File: src/rtl/alu8_pkg.sv
package alu8_pkg;
  localparam int OPW = 3;
  localparam int NOPS = 1 << OPW;

  typedef enum logic [OPW-1:0] {
    OP_PASS = 3'b000,
    OP_XOR  = 3'b001,
    OP_AND  = 3'b010,
    OP_OR   = 3'b011,
    OP_ADD  = 3'b100,
    OP_SUB  = 3'b101,
    OP_SHR  = 3'b110,
    OP_MUL  = 3'b111
  } alu_op_e;
endpackage

File: src/rtl/alu8_addsub.sv
// Ripple adder shared by add and subtract: subtract inverts b and injects carry 1.
module alu8_addsub #(
  parameter int W = 8
) (
  input  logic [W-1:0] x,
  input  logic [W-1:0] y,
  input  logic         sub,
  output logic [W-1:0] sum,
  output logic         c_out
);
  logic [W-1:0] yy;
  logic [W:0]   c;

  assign yy   = y ^ {W{sub}};
  assign c[0] = sub;

  for (genvar i = 0; i < W; i++) begin : g_fa
    assign sum[i]   = x[i] ^ yy[i] ^ c[i];
    assign c[i+1]   = (x[i] & yy[i]) | (c[i] & (x[i] ^ yy[i]));
  end

  assign c_out = c[W];
endmodule

File: src/rtl/alu8_nibmul.sv
// Unsigned shift-and-add multiply of the low MW bits of each operand.
module alu8_nibmul #(
  parameter int W  = 8,
  parameter int MW = 4
) (
  input  logic [W-1:0] x,
  input  logic [W-1:0] y,
  output logic [W-1:0] prod
);
  logic [W-1:0] acc [MW+1];
  logic [W-1:0] ylo;

  assign ylo    = W'(y[MW-1:0]);
  assign acc[0] = '0;

  for (genvar i = 0; i < MW; i++) begin : g_pp
    assign acc[i+1] = acc[i] + (x[i] ? (ylo << i) : '0);
  end

  assign prod = acc[MW];
endmodule

File: src/rtl/alu8_seltree.sv
// Binary tree of 2:1 muxes; node k has children 2k and 2k+1, leaves at N..2N-1.
module alu8_seltree #(
  parameter int W  = 8,
  parameter int SW = 3
) (
  input  logic [(1<<SW)-1:0][W-1:0] cand,
  input  logic [SW-1:0]             sel,
  output logic [W-1:0]              y
);
  localparam int N = 1 << SW;

  logic [W-1:0] node [1:2*N-1];

  for (genvar k = 0; k < N; k++) begin : g_leaf
    assign node[N+k] = cand[k];
  end

  for (genvar i = 1; i < N; i++) begin : g_mux
    localparam int DEPTH = $clog2(i + 1) - 1;
    assign node[i] = sel[SW-1-DEPTH] ? node[2*i+1] : node[2*i];
  end

  assign y = node[1];
endmodule

File: src/rtl/alu8_core.sv
module alu8_core
  import alu8_pkg::*;
#(
  parameter int W  = 8,
  parameter int MW = 4
) (
  input  logic           clk,
  input  logic           rst,
  input  logic [OPW-1:0] op,
  input  logic [W-1:0]   a,
  input  logic [W-1:0]   b,
  output logic [W-1:0]   res,
  output logic           cout,
  output logic           bout
);
  logic [NOPS-1:0][W-1:0] cand;
  logic [W-1:0] as_sum, mul_p, pick;
  logic         as_c, is_sub, c_nxt, b_nxt;

  assign is_sub = (op == OP_SUB);

  alu8_addsub #(.W(W)) u_as (
    .x(a), .y(b), .sub(is_sub), .sum(as_sum), .c_out(as_c)
  );

  alu8_nibmul #(.W(W), .MW(MW)) u_mul (
    .x(a), .y(b), .prod(mul_p)
  );

  always_comb begin
    cand[OP_PASS] = b;
    cand[OP_XOR]  = a ^ b;
    cand[OP_AND]  = a & b;
    cand[OP_OR]   = a | b;
    cand[OP_ADD]  = as_sum;
    cand[OP_SUB]  = as_sum;
    cand[OP_SHR]  = {1'b0, b[W-1:1]};
    cand[OP_MUL]  = mul_p;
  end

  alu8_seltree #(.W(W), .SW(OPW)) u_sel (
    .cand(cand), .sel(op), .y(pick)
  );

  assign c_nxt = (op == OP_ADD) & as_c;
  assign b_nxt = is_sub & ~as_c;

  always_ff @(posedge clk) begin
    if (rst) begin
      res  <= '0;
      cout <= 1'b0;
      bout <= 1'b0;
    end else begin
      res  <= pick;
      cout <= c_nxt;
      bout <= b_nxt;
    end
  end
endmodule

File: config.mk
export PLATFORM = sky130hd
export DESIGN_NAME = alu8_core
export DESIGN_NICKNAME = d
export VERILOG_FILES = /design/src/rtl/alu8_pkg.sv /design/src/rtl/alu8_addsub.sv /design/src/rtl/alu8_nibmul.sv /design/src/rtl/alu8_seltree.sv /design/src/rtl/alu8_core.sv
export SDC_FILE = /design/constraint.sdc
export NUM_CORES = 1
export LEC_CHECK = 0
export CORE_MARGIN = 4
export CORE_UTILIZATION = 45
export CTS_CLUSTER_DIAMETER = 150
export DETAILED_ROUTE_END_ITERATION = 7
export PLACE_DENSITY_LB_ADDON = 0.1
export SYNTH_ARGS = -nofsm -noshare
export SYNTH_HDL_FRONTEND = slang
export SYNTH_HIERARCHICAL = 1
export SYNTH_SLANG_ARGS = --single-unit
File: constraint.sdc
create_clock -name clk -period 6.8 [get_ports clk]
set_input_delay 1.02 -clock clk [delete_from_list [all_inputs] [get_ports clk]]
set_output_delay 1.02 -clock clk [all_outputs]
set_load 0.01 [all_outputs]
==> results of run 1 <==
[final cells by class]
class	instances	share of cell area
multi-input cells	107	0.645
repair buffers	33	0.148
flip-flops and latches	10	0.0917
inverters	40	0.0688
well taps	48	0.0275
clock buffers	3	0.0189
[logic make-up (layout without fill, tap and decap cells)]
kind of cell,after synthesis,after routing
AO/OA/AOI/OAI,4,4
buffers and inverters,46,76
multiplexers,25,25
flip-flops,10,10
adder cells (fa/ha/maj),38,38
XOR/XNOR,11,11
other,1,1
AND/OR/NAND/NOR,28,28
[Yosys cell counts]
cell type	n
fa_1	12
conb_1	1
and3b_1	1
nand2_1	4
inv_1	40
buf_12	1
mux4_1	15
a21oi_2	1
dfxtp_1	10
buf_6	2
nor3b_2	1
a21oi_1	1
xnor2_1	7
nor2_1	1
mux4_2	1
clkbuf_1	1
and2b_2	8
and2_1	12
and4b_1	1
a21o_1	2
xor2_1	4
buf_2	1
mux2_2	9
ha_1	26
buf_1	1
[metal layers]
layer / GRT usage / wire length (µm) / share of wire / up-vias
met1: 0.172 / 1450 / 0.44 / 601
met2: 0.251 / 1660 / 0.51 / 24
met5: 0 / 0 / 0 / -
met3: 0.0126 / 122 / 0.037 / 5
li1: - / - / - / 603
met4: 0.0438 / 40 / 0.012 / 0
[flip-flops by register name, summed over array words and instances (netlist names)]
signal / flops
bout: 1
res: 8
cout: 1
[how the worst max path moves through the flow]
stage	start	end	slack (ps)	depth (start not counted)
after floorplan	op[1]	res[7]	1620	15
after global placement	op[1]	res[7]	820	15
after detailed placement	op[1]	res[7]	730	15
after CTS	op[1]	res[7]	950	15
after global routing	op[1]	res[7]	740	15
final	op[1]	res[7]	980	15
[where the power goes]
group          total [mW]  internal, mW  switching (mW)
clock network      0.0589        0.0385          0.0204
logic               0.142        0.0819          0.0603
registers          0.0666        0.0653         0.00132
total               0.268         0.186          0.0820
[worst max-delay path, cell delays in order]
cell	delay [ps]
clkdlybuf4s50_1	650
and3b_1	410
xor2_1	230
fa_1	200
inv_1	50
fa_1	370
fa_1	390
fa_1	390
fa_1	430
fa_1	370
inv_1	80
fa_1	410
mux4_1	490
mux2_2	260
and2b_2	180
==> reports/qor.csv, run 1 <==
metric;value;unit
status;finished clean;
# rows;22;
postcts setup bufs;0;
Die W;71.5;µm
Syn Nets;222;
Cell Area, Placed;2140;µm²
Final ANT Viol Nets;0;
crit start category;input pin;
post-synthesis mux area share;0.286;
Die Ht;71.5;µm
critical path class;in2reg;
TritonCTS clock tree;done;
DR pass1 iterations;4;
post-synth top area cell;mux4_1;
type of the worst min-delay path;in2reg;
CTS root buffer;clkbuf_8;
DRC;0;
Routed WL per cell;13.6;µm
Synth Area in Simple Gates;0.108;
post-synthesis cell type count;25;
# Max-Cap Violations;0;
xor and xnor fraction of the mapped netlist area;0.0531;
fin cells;241;
Hold-fix buffers, CTS;0;
TNS Setup;0;ps
number of buffers added on ports;30;
first-pass GRT wire length;5600;µm
unrepaired setup endpoints after global routing;no;
Final WS setup;982;ps
area of the multi-input gates;1410;µm²
period utilization;0.856;
smallest hold slack;1580;ps
core area;3770;µm²
yosys warns;6;
vias in the first global route;1228;
final hold violations;0;
initial antenna violation count;0;
fmax;172;MHz
most frequent cells in the layout;inv_1, clkdlybuf4s50_1, ha_1;
layout cell share with drive strength beyond 1;0.135;
commonest non-fill, non-tap cell in the layout;inv_1;
Leak;1.10;nW
Antenna Cells;0;
GRT Total Usage;0.138;
Yosys reg bits;10;
Seq/Total Area, Yosys;0.110;
Remaining Overflow, GRT;0;
Area Growth Syn to Fin;20.4;%
clk sinks;10;
GPL Wtd Cong;0.771;
Crit path required time;6920;ps
DR vias/cell;5.12;
Synth top area share;0.217;
Post-Synth Adder-Cell Area;0.312;
IO Pins;31;
Max Root-Sink Buffers;2;
Final Slew Violations;0;
Power Dens Cells;123;nW/µm²
syn_area_per_cell;11.1;µm²
routed vias;1233;
placed cells;238;
Routed WL;3270;µm
register area;200;µm²
element type at the critical path end;flop;
final core utilization;0.579;
top cells by area, synth;mux4_1, ha_1, fa_1;
post-route design area;2180;µm²
largest net degree at the start of global routing;19;
clock-pin slew on the worst setup and hold paths;40;ps
H-tree depth;1;
Max IR drop VDD;0.0362;mV
Worst Hold Launch;rst;
total power;0.268;mW
Compound-Gate Fraction of Synth Area;0.0159;
# fillers;320;
HPWL Detailed;2730;µm
Final setup violation count;0;
Final Critical Period;5820;ps
post-placement setup slack;730;ps
Post-Synthesis Cells;163;
Iter 0 DRT Violations;30;
WHS Endpoint;bout;
Worst Path Arrival;5940;ps
Die ar.;5110;µm²
CTS buffer count;3;
worst hold path depth;2;
Post-Syn Area;1810;µm²
Layout Nets;254;
largest family of logic cells by synthesized area;adder cells;
starting density of the core;0.481;
post-cts resize count;0;
Max Fanout on Critical Path;10;
Note: power is estimated with default switching activity, not from simulation.
==> inputs of run 2 (changes only) <==
--- a/config.mk
+++ b/config.mk
@@ -5,6 +5,7 @@
 export SDC_FILE = /design/constraint.sdc
 export NUM_CORES = 1
 export LEC_CHECK = 0
+export CORE_ASPECT_RATIO = 0.5
 export CORE_MARGIN = 4
 export CORE_UTILIZATION = 45
 export CTS_CLUSTER_DIAMETER = 150
==> run 2 against run 1 <==
Net effect: routed wire length up 7.7%; clock power increased by 27%; worst setup slack improved by 84 ps; largest cell class unchanged; largest power group unchanged.
==> reports/qor.csv, run 2 (same netlist as run 1, synthesis figures left out) <==
metric;value;unit;change
post-cts resize count;0;;unchanged
element type at the critical path end;flop;;unchanged
DRC;0;;unchanged
CTS buffer count;3;;unchanged
DR vias/cell;5.00;;was 5.12
vias in the first global route;1236;;was 1228
Final ANT Viol Nets;0;;unchanged
TNS Setup;0;ps;unchanged
max reg flops;8;;unchanged
routed vias;1225;;was 1233
commonest non-fill, non-tap cell in the layout;inv_1;;unchanged
Hold-fix buffers, CTS;0;;unchanged
GRT Total Usage;0.151;;was 0.138
Area Growth Syn to Fin;21.3;%;was 20.4%
Final Critical Period;5730;ps;was 5820 ps
layout cell share with drive strength beyond 1;0.139;;was 0.135
# fillers;311;;was 320
final hold violations;0;;unchanged
core area;3640;µm²;was 3770 µm²
initial antenna violation count;0;;unchanged
Final Slew Violations;0;;unchanged
# rows;15;;was 22
Crit path required time;6930;ps;was 6920 ps
status;finished clean;;unchanged
critical path class;in2reg;;unchanged
postcts setup bufs;0;;unchanged
most frequent cells in the layout;inv_1, clkdlybuf4s50_1, ha_1;;unchanged
Die ar.;5170;µm²;was 5110 µm²
clock-pin slew on the worst setup and hold paths;50;ps;was 40 ps
# Max-Cap Violations;0;;unchanged
CTS root buffer;clkbuf_8;;unchanged
type of the worst min-delay path;in2reg;;unchanged
number of buffers added on ports;30;;unchanged
GPL Wtd Cong;0.755;;was 0.771
period utilization;0.843;;was 0.856
Power Dens Cells;131;nW/µm²;was 123 nW/µm²
Max Fanout on Critical Path;9;;was 10
crit start category;input pin;;unchanged
Iter 0 DRT Violations;30;;unchanged
largest register by flop count;res;;unchanged
area of the multi-input gates;1410;µm²;unchanged
Worst Path Arrival;5860;ps;was 5940 ps
starting density of the core;0.498;;was 0.481
TritonCTS clock tree;done;;unchanged
Routed WL;3530;µm;was 3270 µm
H-tree depth;1;;unchanged
Final setup violation count;0;;unchanged
biggest regs;res: 8 flops, bout: 1 flops, cout: 1 flops;;unchanged
largest net degree at the start of global routing;18;;was 19
unrepaired setup endpoints after global routing;no;;unchanged
Leak;1.11;nW;was 1.10 nW
first-pass GRT wire length;6050;µm;was 5600 µm
Max IR drop VDD;0.0597;mV;was 0.0362 mV
Antenna Cells;0;;unchanged
Die Ht;52.9;µm;was 71.5 µm
smallest hold slack;1570;ps;was 1580 ps
clk sinks;10;;unchanged
Remaining Overflow, GRT;0;;unchanged
DR pass1 iterations;4;;unchanged
HPWL Detailed;2930;µm;was 2730 µm
register area;200;µm²;unchanged
Layout Nets;254;;unchanged
fmax;174;MHz;was 172 MHz
Routed WL per cell;14.4;µm;was 13.6 µm
Die W;97.8;µm;was 71.5 µm
IO Pins;31;;unchanged
Max Root-Sink Buffers;2;;unchanged
## run 2: power by group
group	internal, mW	switching (mW)	total, mW
registers	0.0652	0.00138	0.0666
clock network	0.0509	0.0237	0.0746
logic	0.0826	0.0639	0.147
## run 2: final cells by class
type	count	share of cell area
clock buffer	4	0.0250
inverter	40	0.0683
multi-input combinational	107	0.640
sequential	10	0.0910
tap	51	0.0290
timing repair buffer	33	0.147
## run 2: through the flow
stage	power [mW]	util	setup WS [ps]	cells	instance area (µm²)
global placement	0.210	0.589	903	241	2140
floorplan	0.162	-	1620	163	1810
CTS	0.292	0.604	1040	245	2200
global route	0.311	0.604	786	245	2200
detailed placement	0.215	0.589	814	241	2140
finish	0.288	0.604	1070	245	2200
## run 2: routing by layer
layer,global-route usage,part of all wire
met5,0,0
met4,0.0345,0.0065
met2,0.253,0.43
met3,0.0237,0.039
met1,0.209,0.53
## run 2: worst max-delay path, cell delays in order
cell and delay [ps]:
clkdlybuf4s50_1 490, and3b_1 460, xor2_1 230, fa_1 210
inv_1 50, fa_1 370, fa_1 390, fa_1 410
fa_1 430, fa_1 370, inv_1 70, fa_1 410
mux4_1 500, mux2_2 260, and2b_2 180
## run 2: path summary, 6_finish.rpt
check	start	end	slack, ps	cells past startpoint
setup / recovery	op[2]	res[7]	1070	15
hold / removal	rst	bout	1570	2
==> inputs of run 3 (changes only) <==
==> constraint.sdc (replaced) <==
create_clock -name clk -period 4.62 [get_ports clk]
set_input_delay 0.693 -clock clk [delete_from_list [all_inputs] [get_ports clk]]
set_output_delay 0.693 -clock clk [all_outputs]
set_load 0.01 [all_outputs]
==> run 3 against run 2 <==
Net effect: clock power grew 41%; design area increased by 5.7%; routed wire length up 2.8%; critical path depth stayed put; largest cell class unchanged.
==> reports/qor.csv, run 3 (same netlist as run 1, synthesis figures left out) <==
metric;value;unit;change
layout cell share with drive strength beyond 1;0.269;;was 0.139
DR vias/cell;4.81;;was 5.00
CP bufs+invs;4;;was 3
starting density of the core;0.498;;unchanged
Antenna Cells;0;;unchanged
status;finished clean;;unchanged
final hold violations;0;;unchanged
Die ar.;5170;µm²;unchanged
Die W;97.8;µm;unchanged
Power Dens Cells;186;nW/µm²;was 131 nW/µm²
Max IR drop VDD;0.0797;mV;was 0.0597 mV
CTS buffer count;3;;unchanged
# Max-Cap Violations;0;;unchanged
first-pass GRT wire length;6290;µm;was 6050 µm
Leak;1.19;nW;was 1.11 nW
max reg flops;8;;unchanged
commonest non-fill, non-tap cell in the layout;inv_1;;unchanged
Final Critical Period;4580;ps;
Final ANT Viol Nets;0;;unchanged
total power;0.432;mW;was 0.288 mW
routed vias;1245;;was 1225
GPL Wtd Cong;0.832;;was 0.755
unrepaired setup endpoints after global routing;yes;;was no
Worst Path Arrival;4710;ps;was 5860 ps
IO Pins;31;;unchanged
Final setup violation count;0;;unchanged
Max Root-Sink Buffers;2;;unchanged
Area Growth Syn to Fin;28.3;%;was 21.3%
TritonCTS clock tree;done;;unchanged
peak per-stage delay on the critical path;490;ps;was 500 ps
Worst path depth;15;;unchanged
Die Ht;52.9;µm;unchanged
biggest regs;res: 8 flops, bout: 1 flops, cout: 1 flops;;unchanged
most frequent cells in the layout;inv_1, ha_1, clkdlybuf4s50_1;;was inv_1, clkdlybuf4s50_1, ha_1
DRC;0;;unchanged
number of buffers added on ports;30;;unchanged
CP delay by family, top;adder cells;;unchanged
HPWL Detailed;3040;µm;was 2930 µm
Remaining Overflow, GRT;0;;unchanged
vias in the first global route;1296;;was 1236
# fillers;311;;unchanged
core area;3640;µm²;unchanged
register area;200;µm²;unchanged
critical path class;in2reg;;unchanged
Iter 0 DRT Violations;25;;was 30
CP most frequent cell;fa_2;;was fa_1
Final Slew Violations;0;;unchanged
GRT Total Usage;0.156;;was 0.151
type of the worst min-delay path;in2reg;;unchanged
final core utilization;0.639;;was 0.604
Max Fanout on Critical Path;4;;was 9
clock-pin slew on the worst setup and hold paths;50;ps;about the same
last element of the critical path;res[7];;unchanged
CTS root buffer;clkbuf_8;;unchanged
DR pass1 iterations;4;;unchanged
slowest cell on the critical path;mux4_2;;was mux4_1
Crit path required time;4740;ps;was 6930 ps
area of the multi-input gates;1440;µm²;was 1410 µm²
Routed WL per cell;14.0;µm;was 14.4 µm
crit start category;input pin;;unchanged
fmax;218;MHz;
H-tree depth;1;;unchanged
CP Cell Sequence;buf_2 -> and3b_2 -> buf_4 -> buf_4 -> xnor2_2 -> fa_2 -> fa_2 -> fa_2 -> fa_2 -> fa_2 -> inv_2 -> fa_1 -> mux4_2 -> mux2_4 -> and2b_2;;was clkdlybuf4s50_1 -> and3b_1 -> xor2_1 -> fa_1 -> inv_1 -> fa_1 -> fa_1 -> fa_1 -> fa_1 -> fa_1 -> inv_1 -> fa_1 -> mux4_1 -> mux2_2 -> and2b_2
Hold-fix buffers, CTS;0;;unchanged
initial antenna violation count;0;;unchanged
Layout Nets;268;;was 254
element type at the critical path end;flop;;unchanged
clk sinks;10;;unchanged
TNS Setup;0;ps;unchanged
largest net degree at the start of global routing;18;;unchanged
Worst setup startpoint;op[2];;unchanged
largest register by flop count;res;;unchanged
# rows;15;;unchanged
period utilization;0.992;;
Routed WL;3630;µm;was 3530 µm
run 3: tightest hold or removal path, cell delays in order:
cell and delay [ps]:
buf_2 100, buf_4 200, and4b_1 190
run 3: power breakdown:
part / total, mW / internal, mW / switching (mW)
combinational: 0.229 / 0.131 / 0.0982
clock: 0.105 / 0.0746 / 0.0306
sequential: 0.0981 / 0.0961 / 0.00201
run 3: layout make-up:
type,instances,share of cell area
multi-input cells,107,0.620
repair buffers,47,0.178
flip-flops and latches,10,0.0861
inverters,40,0.0646
well taps,51,0.0274
clock buffers,4,0.0237
run 3: how the worst min path moves through the flow:
stage,start,depth (start not counted),to
after floorplan,rst,1,bout
after global placement,res[2],1,res[2]
after detailed placement,res[2],1,res[2]
after CTS,op[2],3,cout
after global routing,op[2],3,cout
final,op[2],3,cout
run 3: routing by layer:
layer / GRT usage / wire length (µm) / up-vias
li1: - / - / 630
met1: 0.219 / 1870 / 585
met2: 0.269 / 1560 / 30
met3: 0.0211 / 204 / 0
met4: 0.0207 / 0 / 0
met5: 0 / 0 / -
run 3: per-stage QoR:
stage	cells	setup WS, ps	area (µm²)	hold WS, ps
after floorplan	163	-65.9	1830	764
after global placement	253	-567	2250	1430
after detailed placement	253	-649	2250	1430
after CTS	258	-191	2310	1000
after global routing	259	-107	2330	1020
final	259	36.1	2330	1010
run 3: timing repair:
item,4_1_cts,5_1_grt
buffers inserted,1,1
gates resized for setup,25,1
endpoints found under the hold margin,0,0
setup endpoints to repair,2,2
pin swaps,9,9
